[src/rtl/uart_rxq_pkg.sv]
package uart_rxq_pkg;

   typedef struct packed {
      logic brk;
      logic ferr;
      logic perr;
   } rxq_flags_t;

   localparam int unsigned FLAG_W = $bits(rxq_flags_t);

   // Margin below DEPTH for each threshold select value
   function automatic int unsigned thr_margin(input logic [1:0] sel);
      case (sel)
         2'd0:    return 8;
         2'd1:    return 5;
         2'd2:    return 3;
         default: return 1;
      endcase
   endfunction

endpackage

[src/rtl/uart_rxq_store.sv]
module uart_rxq_store #(
   parameter int unsigned ENT_W = 11,
   parameter int unsigned DEPTH = 16,
   localparam int unsigned AW   = $clog2(DEPTH),
   localparam int unsigned CW   = $clog2(DEPTH + 1)
) (
   input  logic             clk,
   input  logic             rst_n,
   input  logic             push_i,
   input  logic             pop_i,
   input  logic             flush_i,
   input  logic [ENT_W-1:0] push_ent_i,
   output logic [ENT_W-1:0] head_ent_o,
   output logic [CW-1:0]    count_o
);

   logic [ENT_W-1:0] mem [DEPTH];
   logic [AW-1:0]    wr_ptr, rd_ptr;
   logic [CW-1:0]    count;

   for (genvar e = 0; e < DEPTH; e++) begin : g_ent
      always_ff @(posedge clk or negedge rst_n) begin
         if (!rst_n)
            mem[e] <= '0;
         else if (push_i && (wr_ptr == AW'(e)))
            mem[e] <= push_ent_i;
      end
   end

   always_ff @(posedge clk or negedge rst_n) begin
      if (!rst_n) begin
         wr_ptr <= '0;
         rd_ptr <= '0;
         count  <= '0;
      end else if (flush_i) begin
         wr_ptr <= '0;
         rd_ptr <= '0;
         count  <= '0;
      end else begin
         if (push_i) wr_ptr <= (wr_ptr == AW'(DEPTH - 1)) ? '0 : wr_ptr + 1'b1;
         if (pop_i)  rd_ptr <= (rd_ptr == AW'(DEPTH - 1)) ? '0 : rd_ptr + 1'b1;
         case ({push_i, pop_i})
            2'b10:   count <= count + 1'b1;
            2'b01:   count <= count - 1'b1;
            default: count <= count;
         endcase
      end
   end

   assign head_ent_o = (count == '0) ? '0 : mem[rd_ptr];
   assign count_o    = count;

   assert_no_overflow_R3: assert property (@(posedge clk) disable iff (!rst_n)
      count <= CW'(DEPTH));

   assert_full_hold_R6: assert property (@(posedge clk) disable iff (!rst_n)
      (count == CW'(DEPTH) && !pop_i && !flush_i) |=> count == CW'(DEPTH));

   assert_flush_empty_R10: assert property (@(posedge clk) disable iff (!rst_n)
      flush_i |=> count == '0);

   assert_empty_idle_R5: assert property (@(posedge clk) disable iff (!rst_n)
      (count == '0 && !push_i) |=> count == '0);

endmodule

[src/rtl/uart_rxq_flow.sv]
module uart_rxq_flow #(
   parameter int unsigned DEPTH = 16,
   localparam int unsigned CW   = $clog2(DEPTH + 1)
) (
   input  logic          clk,
   input  logic          rst_n,
   input  logic [CW-1:0] count_i,
   input  logic [1:0]    sel_i,
   output logic          rts_n_o
);
   import uart_rxq_pkg::*;

   logic [CW-1:0] thr;

   always_comb thr = CW'(DEPTH - thr_margin(sel_i));

   assign rts_n_o = (count_i > thr);

   assert_rts_low_empty_R9: assert property (@(posedge clk) disable iff (!rst_n)
      (count_i == '0) |-> !rts_n_o);

   assert_rts_high_full_R9: assert property (@(posedge clk) disable iff (!rst_n)
      (count_i == CW'(DEPTH)) |-> rts_n_o);

endmodule

[src/rtl/uart_rxq_ovr.sv]
module uart_rxq_ovr (
   input  logic clk,
   input  logic rst_n,
   input  logic set_i,
   input  logic ack_i,
   input  logic flush_i,
   output logic ovr_o
);

   always_ff @(posedge clk or negedge rst_n) begin
      if (!rst_n)       ovr_o <= 1'b0;
      else if (flush_i) ovr_o <= 1'b0;
      else if (set_i)   ovr_o <= 1'b1;
      else if (ack_i)   ovr_o <= 1'b0;
   end

   assert_ovr_sticky_R7: assert property (@(posedge clk) disable iff (!rst_n)
      (ovr_o && !ack_i && !flush_i) |=> ovr_o);

   assert_ovr_flush_R10: assert property (@(posedge clk) disable iff (!rst_n)
      flush_i |=> !ovr_o);

endmodule

[src/rtl/uart_rxq.sv]
module uart_rxq #(
   parameter int unsigned DATA_W = 8,
   parameter int unsigned DEPTH  = 16,
   localparam int unsigned CW    = $clog2(DEPTH + 1),
   localparam int unsigned ENT_W = DATA_W + uart_rxq_pkg::FLAG_W
) (
   input  logic              clk,
   input  logic              rst_n,
   input  logic              wr_en_i,
   input  logic [DATA_W-1:0] wr_data_i,
   input  logic              wr_perr_i,
   input  logic              wr_ferr_i,
   input  logic              wr_brk_i,
   input  logic              rd_en_i,
   input  logic              stat_rd_i,
   input  logic              clr_i,
   input  logic [1:0]        thr_sel_i,
   output logic [DATA_W-1:0] head_data_o,
   output logic              head_perr_o,
   output logic              head_ferr_o,
   output logic              head_brk_o,
   output logic [CW-1:0]     level_o,
   output logic              ready_o,
   output logic              overrun_o,
   output logic              rts_n_o
);
   import uart_rxq_pkg::*;

   if (DEPTH < 9) begin : g_bad_depth
      $error("uart_rxq: DEPTH must be at least 9 for the threshold set");
   end
   if ((1 << $clog2(DEPTH)) != DEPTH) begin : g_bad_pow2
      $error("uart_rxq: DEPTH must be a power of two");
   end
   if (DATA_W < 5 || DATA_W > 9) begin : g_bad_width
      $error("uart_rxq: DATA_W must be 5 to 9");
   end

   rxq_flags_t       in_flags, hd_flags;
   logic [ENT_W-1:0] in_ent, hd_ent;
   logic             full, push, pop, ovr_set;

   assign in_flags = '{brk: wr_brk_i, ferr: wr_ferr_i, perr: wr_perr_i};
   assign in_ent   = {in_flags, wr_data_i};

   assign full    = (level_o == CW'(DEPTH));
   assign pop     = rd_en_i && !clr_i && ready_o;
   assign push    = wr_en_i && !clr_i && (!full || pop);
   assign ovr_set = wr_en_i && !clr_i && full && !pop;

   uart_rxq_store #(.ENT_W(ENT_W), .DEPTH(DEPTH)) store_i (
      .clk        (clk),
      .rst_n      (rst_n),
      .push_i     (push),
      .pop_i      (pop),
      .flush_i    (clr_i),
      .push_ent_i (in_ent),
      .head_ent_o (hd_ent),
      .count_o    (level_o)
   );

   uart_rxq_flow #(.DEPTH(DEPTH)) flow_i (
      .clk     (clk),
      .rst_n   (rst_n),
      .count_i (level_o),
      .sel_i   (thr_sel_i),
      .rts_n_o (rts_n_o)
   );

   uart_rxq_ovr ovr_i (
      .clk     (clk),
      .rst_n   (rst_n),
      .set_i   (ovr_set),
      .ack_i   (stat_rd_i),
      .flush_i (clr_i),
      .ovr_o   (overrun_o)
   );

   assign ready_o     = (level_o != '0);
   assign head_data_o = hd_ent[DATA_W-1:0];
   assign hd_flags    = rxq_flags_t'(hd_ent[ENT_W-1:DATA_W]);
   assign head_perr_o = hd_flags.perr;
   assign head_ferr_o = hd_flags.ferr;
   assign head_brk_o  = hd_flags.brk;

   assert_ovr_cause_R6: assert property (@(posedge clk) disable iff (!rst_n)
      $rose(overrun_o) |-> $past(wr_en_i && !rd_en_i && level_o == CW'(DEPTH)));

   assert_full_rw_R8: assert property (@(posedge clk) disable iff (!rst_n)
      (full && wr_en_i && rd_en_i && !clr_i && !overrun_o) |=> (level_o == CW'(DEPTH) && !overrun_o));

   assert_empty_flags_R2: assert property (@(posedge clk) disable iff (!rst_n)
      !ready_o |-> !(head_perr_o || head_ferr_o || head_brk_o));

endmodule

[config.mk]
export PLATFORM = sky130hd
export DESIGN_NAME = uart_rxq
export DESIGN_NICKNAME = d
export VERILOG_FILES = /design/src/rtl/uart_rxq_pkg.sv /design/src/rtl/uart_rxq_store.sv /design/src/rtl/uart_rxq_flow.sv /design/src/rtl/uart_rxq_ovr.sv /design/src/rtl/uart_rxq.sv
export SDC_FILE = /design/constraint.sdc
export NUM_CORES = 1
export LEC_CHECK = 0
export ABC_AREA = 1
export BUFFER_PORTS_ARGS = -buffer_cell sky130_fd_sc_hd__buf_4
export CAP_MARGIN = 20
export CELL_PAD_IN_SITES_DETAIL_PLACEMENT = 1
export CELL_PAD_IN_SITES_GLOBAL_PLACEMENT = 1
export CORE_ASPECT_RATIO = 0.6
export CORE_MARGIN = 2
export CORE_UTILIZATION = 41
export DETAILED_ROUTE_END_ITERATION = 8
export GPL_ROUTABILITY_DRIVEN = 0
export PLACE_DENSITY_LB_ADDON = 0.15
export SLEW_MARGIN = 20
export SYNTH_ARGS = -nofsm -noshare
export SYNTH_HDL_FRONTEND = slang
export SYNTH_HIERARCHICAL = 1
export SYNTH_SLANG_ARGS = --single-unit
export TNS_END_PERCENT = 10
[constraint.sdc]
create_clock -name clk -period 4.19 [get_ports clk]
set_clock_uncertainty 0.15 [all_clocks]
set_input_delay 0.838 -clock clk [delete_from_list [all_inputs] [get_ports clk]]
set_output_delay 0.838 -clock clk [all_outputs]
set_load 0.02 [all_outputs]
Word level (Yosys, flattened, before mapping)

Index checks and enable logic that the tools add are counted.

Output and inout port bits: 19
Bits in registers: 190

$lt $le $gt $ge: 2
Bitwise gates (word level): 1
Multiplexer cells: 16
Reductions and logical operators: 34
Eq/ne operators: 21
$add $sub $neg: 5

Operators by type and width:

| operator              | count |
|---|---|
| $bmux W11 S4          | 1 |
| $eq A4 B4 Y1 const B  | 9 |
| $mux W11              | 3 |
| $mux W4               | 6 |
| $logic_and A1 B1 Y1   | 22 |
| $eq A4 B3 Y1 const B  | 4 |
| $pmux W4 S3           | 1 |
| $pmux W5 S2           | 1 |
| $add A4 B1 Y4 const B | 2 |
| $eq A4 B2 Y1 const B  | 2 |
| $reduce_bool A3 Y1    | 2 |
| $add A5 B1 Y5 const B | 1 |
| $eq A5 B5 Y1 const B  | 1 |
| $ge A5 B5 Y1 const B  | 1 |
| $gt A5 B5 Y1          | 1 |
| $logic_not A5 Y1      | 1 |
| $mux W5               | 1 |
| $not A4 Y5            | 1 |
| $reduce_bool A5 Y1    | 1 |
| $sub A5 B1 Y5 const B | 1 |
| $sub A5 B4 Y5 const A | 1 |
| $eq A2 B1 Y1 const B  | 2 |
| $eq A2 B2 Y1 const B  | 2 |
| $eq A4 B1 Y1 const B  | 1 |
| 6 further kinds       | 11 |

Longest topological paths before layout

Gate-level depths: netlist of run 1.

Depth after elaboration: 8
Depth in mapped cells: 19
Depth with buffers taken out: 18

Cells and area by module

The synthesis of run 1 kept the hierarchy.

Modules (own cells, without submodules):

| module         | cells each | sequential area each (sq um) | times used | area each (sq um) |
|---|---|---|---|---|
| uart_rxq_store | 1,277      | 4,729.5                      | 1          | 9,431.5 |
| uart_rxq_flow  | 28         | 0.0                          | 1          | 155.1 |
| uart_rxq       | 24         | 0.0                          | 1          | 106.4 |
| uart_rxq_ovr   | 5          | 25.0                         | 1          | 45.0 |

Worst setup path after synthesis of run 1

Ideal clock, no wire load.

Path type: input-to-output
From: input port thr_sel_i[1]
To: output port rts_n_o
Data required time: 3,202 ps
Setup slack: 1,189 ps
Arrival: 2,013 ps
Stages: 10
Cells stage by stage: inv_1 nand2_1 ha_1 ha_1 nand2_1 nand2_1 nand2_1 nand2_1 nor2_1 nor2_1

Longest elaborated chain between the ends: 4
Elaborated cells on any way between the ends: 6
Classes of those cells: add/sub (1); order compare (1); eq/ne (2); mux (1); reduce/logical (1)

RTL lines:

| what                                       | RTL line            | source |
|---|---|---|
| start, declared                            | uart_rxq.sv:17      | `input logic [1:0] thr_sel_i,` |
| $eq A2 B2 Y1, or another cell as far along | uart_rxq_pkg.sv:13  | `case (sel)` |
| $pmux W4 S3 (*)                            | uart_rxq_pkg.sv:13  |  |
| $sub A5 B4 Y5 (*)                          | uart_rxq_flow.sv:15 | `always_comb thr = CW'(DEPTH - thr_margin(sel_i));` |
| $gt A5 B5 Y1 (*)                           | uart_rxq_flow.sv:17 | `assign rts_n_o = (count_i > thr);` |
| end, declared                              | uart_rxq.sv:25      | `output logic rts_n_o` |

Every way passes the cells marked *; elsewhere a longest branch is shown, timed or not.

Final worst setup path of run 1

From: register store_i.rd_ptr[0]
To: output port head_ferr_o

Longest elaborated chain between the ends: 5

RTL lines:

| what                                         | RTL line             | source |
|---|---|---|
| start, declared                              | uart_rxq_store.sv:18 | `logic [AW-1:0] wr_ptr, rd_ptr;` |
| start signal, assigned                       | uart_rxq_store.sv:41 | `if (pop_i) rd_ptr <= (rd_ptr == AW'(DEPTH - 1)) ? '0 : rd_ptr + 1'b1;` |
| $not A4 Y5 (not written as such)             | uart_rxq_store.sv:50 | `assign head_ent_o = (count == '0) ? '0 : mem[rd_ptr];` |
| $bmux W11 S4                                 | uart_rxq_store.sv:50 |  |
| $mux W11 (not written as such) (2 in series) | uart_rxq_store.sv:50 |  |
| $mux W11                                     | uart_rxq_store.sv:50 |  |
| end, declared                                | uart_rxq.sv:20       | `output logic head_ferr_o,` |

Every way passes these cells. The select of a mux whose other input is x is not followed.

==> results of run 1 <==
synth_stat cells, drive strengths merged:
cell	n
clkinv	1
a21oi	16
inv	179
nor3	2
nand2	536
nand3	103
o21ai	187
o31ai	1
buf	51
xor2	1
ha	12
o22ai	2
clkbuf	27
nand4	2
nor2	24
dfrtp	190
where the power goes:
group	internal, mW	switching (mW)
Clock	1.03	0.738
Combinational	0.463	0.894
Sequential	1.99	0.167
cell families (layout without fill, tap and decap cells):
logic type / count (synthesis) / in the layout / share of synthesized area
buf+inv: 258 / 265 / 0.112
flops: 190 / 190 / 0.488
fa+ha+maj: 12 / 12 / 0.0154
simple gates: 667 / 667 / 0.275
compound gates: 206 / 206 / 0.108
xor+xnor: 1 / 1 / 0.000900
layout by cell type (no fill, tap or decap), drive strengths merged:
cell type	synthesis	layout
buf	51	52
o21ai	187	187
xor2	1	1
bufinv	0	4
nor2	24	24
nand2	536	536
nand3	103	103
nor3	2	2
o31ai	1	1
clkinvlp	0	2
o22ai	2	2
dfrtp	190	190
inv	179	179
a21oi	16	16
clkbuf	27	22
ha	12	12
clkinv	1	6
nand4	2	2
state kept, by name, indices dropped and copies added, names as in the netlist:
register	cells
ovr_i/ovr_o	1
store_i/mem	176
store_i/count_o	5
store_i/wr_ptr	4
store_i/rd_ptr	4
metrics by stage:
stage | std cells | power (mW) | util
after floorplan | 1334 | 3.03 | -
after global placement | 1624 | 3.53 | 0.440
after detailed placement | 1624 | 3.56 | 0.440
after CTS | 1656 | 5.34 | 0.467
after global routing | 1656 | 5.58 | 0.467
final | 1656 | 5.28 | 0.467
metal layers:
| metal | track usage | up-vias | part of all wire |
|---|---|---|---|
| met4 | 0.0547 | 0 | 0.0091 |
| li1 | - | 4097 | - |
| met1 | 0.370 | 4145 | 0.54 |
| met3 | 0.0411 | 17 | 0.026 |
| met5 | 0 | - | 0 |
| met2 | 0.366 | 72 | 0.43 |
cell type report:
class,count,area share
Multi-Input combinational cell,886,0.360
Clock buffer,21,0.0425
Sequential cell,190,0.440
Inverter,180,0.0628
Timing Repair Buffer,53,0.0431
Tap cell,315,0.0364
Clock inverter,11,0.0151
worst max-delay path by stage:
stage / endpoint / slack [ps] / cells after the start
after floorplan: rts_n_o / 1190 / 10
after global placement: rts_n_o / 1040 / 12
after detailed placement: rts_n_o / 980 / 10
after CTS: head_data_o[1] / 590 / 9
after global routing: head_ferr_o / 410 / 10
final: head_ferr_o / 600 / 10
==> flow_summary.ini, run 1 <==
[run_status]
outcome = complete, no violations

[cts]
clock_latency_ps = 450
cts_buffer_depth = 2
ctsResizeCount = 0
cts-buffers-inserted = 17
post_cts_buffers = 0
path_clk_slew_ps = 70
clock_sinks = 190
cts_tree = done
holdBufCountCts = 0
cts_max_level = 4
cts_root_buffer = clkbuf_16

[sta]
slew_headroom = 0.352
worst_slack_ps = 599
period_minus_slack_ps = 3590
setup_viol = 0
hold_violations = 0
holdWs_ps = 264
max_freq_mhz = 278
tightest_slew_ps = 970
grt_setup_unrepaired = no
timing.final.crit_share = 0.857
maxSlewViolCount = 0
final.setup.tns_ps = 0

[flow_run]
max_cap_viol_count = 0

[die]
die_w_um = 203
io_pins = 38
start_util = 0.420
core_um2 = 23200
chipHeight_um = 123
dieArea_um2 = 25000
rows = 43

[critical_path]
crit_type = register to output pin
r2r-start = store_i/count_o[3]
critical_path_required_ps = 3200
critPathTopFamily = buffers and inverters
regToRegSetupSlack_ps = 1700
cp_num_buf_inv = 4
max_stage_delay_ps = 670
worstSetupEndpointType = output pin
worstPathCellList = inv_4 -> buf_12 -> nand2_1 -> nand3_1 -> nand2_1 -> nand2_1 -> nand2_1 -> inv_1 -> a21oi_1 -> buf_4
worst-path-max-fanout = 46
crit_start = store_i/rd_ptr[0]
reg2reg_to = store_i/mem[122]
crit_path_start_kind = register
reg2reg_depth = 9
crit_top_cell = nand2_1
arrival_ps = 2600
crit_path_top_delay_cell = dfrtp_4

[global_route]
grt_usage = 0.245
overflow = 0
grt_pass1_wl_mm = 46.7
grt_max_degree = 72
grt_pass1_vias = 8270
grt_antenna_before_repair = 0

[placement]
dpl.hpwl_mm = 18.6
port_buffers = 37
placed_area_um2 = 10200
place_ws_ps = 976

[detailed_routing]
dr.first_iter.drc_count = 538
dr.pass1.iters = 5
vias_per_cell = 5.03
via_count = 8331
wl_per_cell_um = 17.5
ant_nets = 0
wl_mm = 29.0
drc_errors = 0

[layout]
antenna_cells = 0
finalInstanceArea_um2 = 10800
fillers = 2936
multi_input_area_um2 = 3900
drive_above_1_share = 0.0768
fin_nets = 1359
ff_latch_area_um2 = 4760
syn_to_final_growth_pct = 11.1

[synthesis]
yosysUniqueCellTypes = 29
ys_ff_latch = 190
yosysSeqAreaShare = 0.488
mappedNetlistNets = 1365
synthTopCellsByArea = dfrtp_1, nand2_1, o21ai_0
syn_inst = 1334
netlist.area_leader.share = 0.488
yosysTopAreaCell = dfrtp_1
yosysWarnings = 6
netlist_area_um2 = 9740
avgSynthCellArea_um2 = 7.30

[power]
vdd_drop_max_mv = 0.247
power_density_nw_per_um2 = 488
leakagePower_nw = 5.36

[min_path]
hold_path_class = input pin to async pin
Note: power is estimated with default switching activity, not from simulation.
==> inputs of run 2 (changes only) <==
- GPL_ROUTABILITY_DRIVEN: 0 -> not set
- clock period: 4.19 -> 4.1 ns (I/O delays scaled with it)
==> flow_summary.ini, run 2 (same netlist as run 1, synthesis figures left out) <==
[placement]
place_congestion = 0.778
place_ws_ps = 943
port_buffers = 37
dpl.hpwl_mm = 18.5

[cts]
cts_tree = done
path_clk_slew_ps = 70
cts-buffers-inserted = 17
ctsResizeCount = 0
holdBufCountCts = 0
cts_root_buffer = clkbuf_16
clock_sinks = 190
cts_buffer_depth = 2
post_cts_buffers = 0
cts_max_level = 4
clock_latency_ps = 450

[critical_path]
crit_top_cell = nand3_1
crit_path_start_kind = register
r2r-start = store_i/count_o[3]
worstSetupEndpointType = output pin
crit_type = register to output pin
reg2reg_to = store_i/mem[109]
worstPathCellList = inv_1 -> nand3_1 -> nand3_1 -> a21oi_1 -> buf_4
arrival_ps = 2680
critPathTopFamily = flip-flops
critical_path_required_ps = 3130
regToRegSetupSlack_ps = 1490
worst-path-max-fanout = 14
crit_path_top_delay_cell = dfrtp_1
cp_num_buf_inv = 2
max_stage_delay_ps = 850
reg2reg_depth = 9

[die]
die_w_um = 203
start_util = 0.420
io_pins = 38
core_um2 = 23200
chipHeight_um = 123
rows = 43
dieArea_um2 = 25000

[layout]
syn_to_final_growth_pct = 10.9
final_common_cell = nand2_1
fin_nets = 1357
drive_above_1_share = 0.0755
layout_common_cells = nand2_1, dfrtp_1, o21ai_0, inv_1, nand3_1
largest_register_ffs = 176
regMostFlops = store_i/mem
antenna_cells = 0

[detailed_routing]
wl_mm = 29.8
dr.first_iter.drc_count = 579
via_count = 8393
drc_errors = 0
ant_nets = 0
vias_per_cell = 5.08
wl_per_cell_um = 18.0
dr.pass1.iters = 5

[global_route]
grt_pass1_wl_mm = 48.3
grt_pass1_vias = 8506
grt_antenna_before_repair = 0
grt_usage = 0.255
grt_max_degree = 90
overflow = 0

[sta]
slew_headroom = 0.316
maxSlewViolCount = 0
tightest_slew_ps = 1020
final.setup.tns_ps = 0
timing.final.crit_share = 0.890
setup_viol = 0
worst_slack_ps = 451
period_minus_slack_ps = 3650
max_freq_mhz = 274
grt_setup_unrepaired = no
hold_violations = 0

[power]
combPwrFrac = 0.264
p_sw_mw = 1.84
leakagePower_nw = 5.35
switching_share = 0.343
p_int_mw = 3.54
total_power_mw = 5.38
power_density_nw_per_um2 = 498
seqPwrFrac = 0.406
vdd_drop_max_mv = 0.274
pwr-share-clk = 0.330

[run_status]
outcome = complete, no violations

[flow_run]
max_cap_viol_count = 0

[min_path]
hold_path_class = input pin to async pin
[run 2: cell types whose count changed in the layout (fill, tap and decap cells not counted), sizes merged]
cell,previous run,this run
inv,179,181
buf,52,50
clkinvlp,2,1
clkinv,6,4
bufinv,4,3
clkbuf,22,23
[run 2: layout make-up]
| class | count | area (µm²) |
|---|---|---|
| Sequential cell | 190 | 4760 |
| Clock inverter | 9 | 130 |
| Multi-Input combinational cell | 886 | 3900 |
| Tap cell | 315 | 394 |
| Clock buffer | 22 | 484 |
| Timing Repair Buffer | 51 | 452 |
| Inverter | 180 | 679 |
| Fill cell | 2941 | 12400 |
[run 2: power groups by stage]
stage               combinational [mW]  clock, mW  sequential [mW]
floorplan                        0.902          0             2.19
global placement                  1.40          0             2.22
detailed placement                1.42          0             2.22
CTS                               1.43       1.81             2.19
global route                      1.59       1.88             2.21
finish                            1.42       1.77             2.19
[run 2: per-layer routing]
layer  up-vias  share of wire  global-route usage  routed length (µm)
li1       4090              -                   -                   -
met1      4149           0.53               0.380               15700
met2       135           0.43               0.386               12700
met3        19          0.037              0.0380                1100
met4         0          0.011              0.0689                 318
met5         -              0                   0                   0
[run 2: worst max-delay path by stage]
stage,from,endpoint,slack (ps),cells past startpoint
6_report,store_i/rd_ptr[2],head_data_o[0],450,5
3_3_place_gp,thr_sel_i[0],rts_n_o,980,12
5_1_grt,store_i/rd_ptr[2],head_brk_o,380,5
3_5_place_dp,thr_sel_i[0],rts_n_o,940,12
4_1_cts,store_i/rd_ptr[2],head_data_o[0],490,5
2_1_floorplan,thr_sel_i[1],rts_n_o,1140,10
[run 2: through the flow]
| step | hold WS (ps) | std cells | util | area [µm²] |
|---|---|---|---|---|
| floorplan | 303 | 1334 | - | 9740 |
| global placement | 316 | 1622 | 0.439 | 10200 |
| detailed placement | 323 | 1622 | 0.439 | 10200 |
| CTS | 262 | 1653 | 0.466 | 10800 |
| global route | 290 | 1653 | 0.466 | 10800 |
| finish | 226 | 1653 | 0.466 | 10800 |
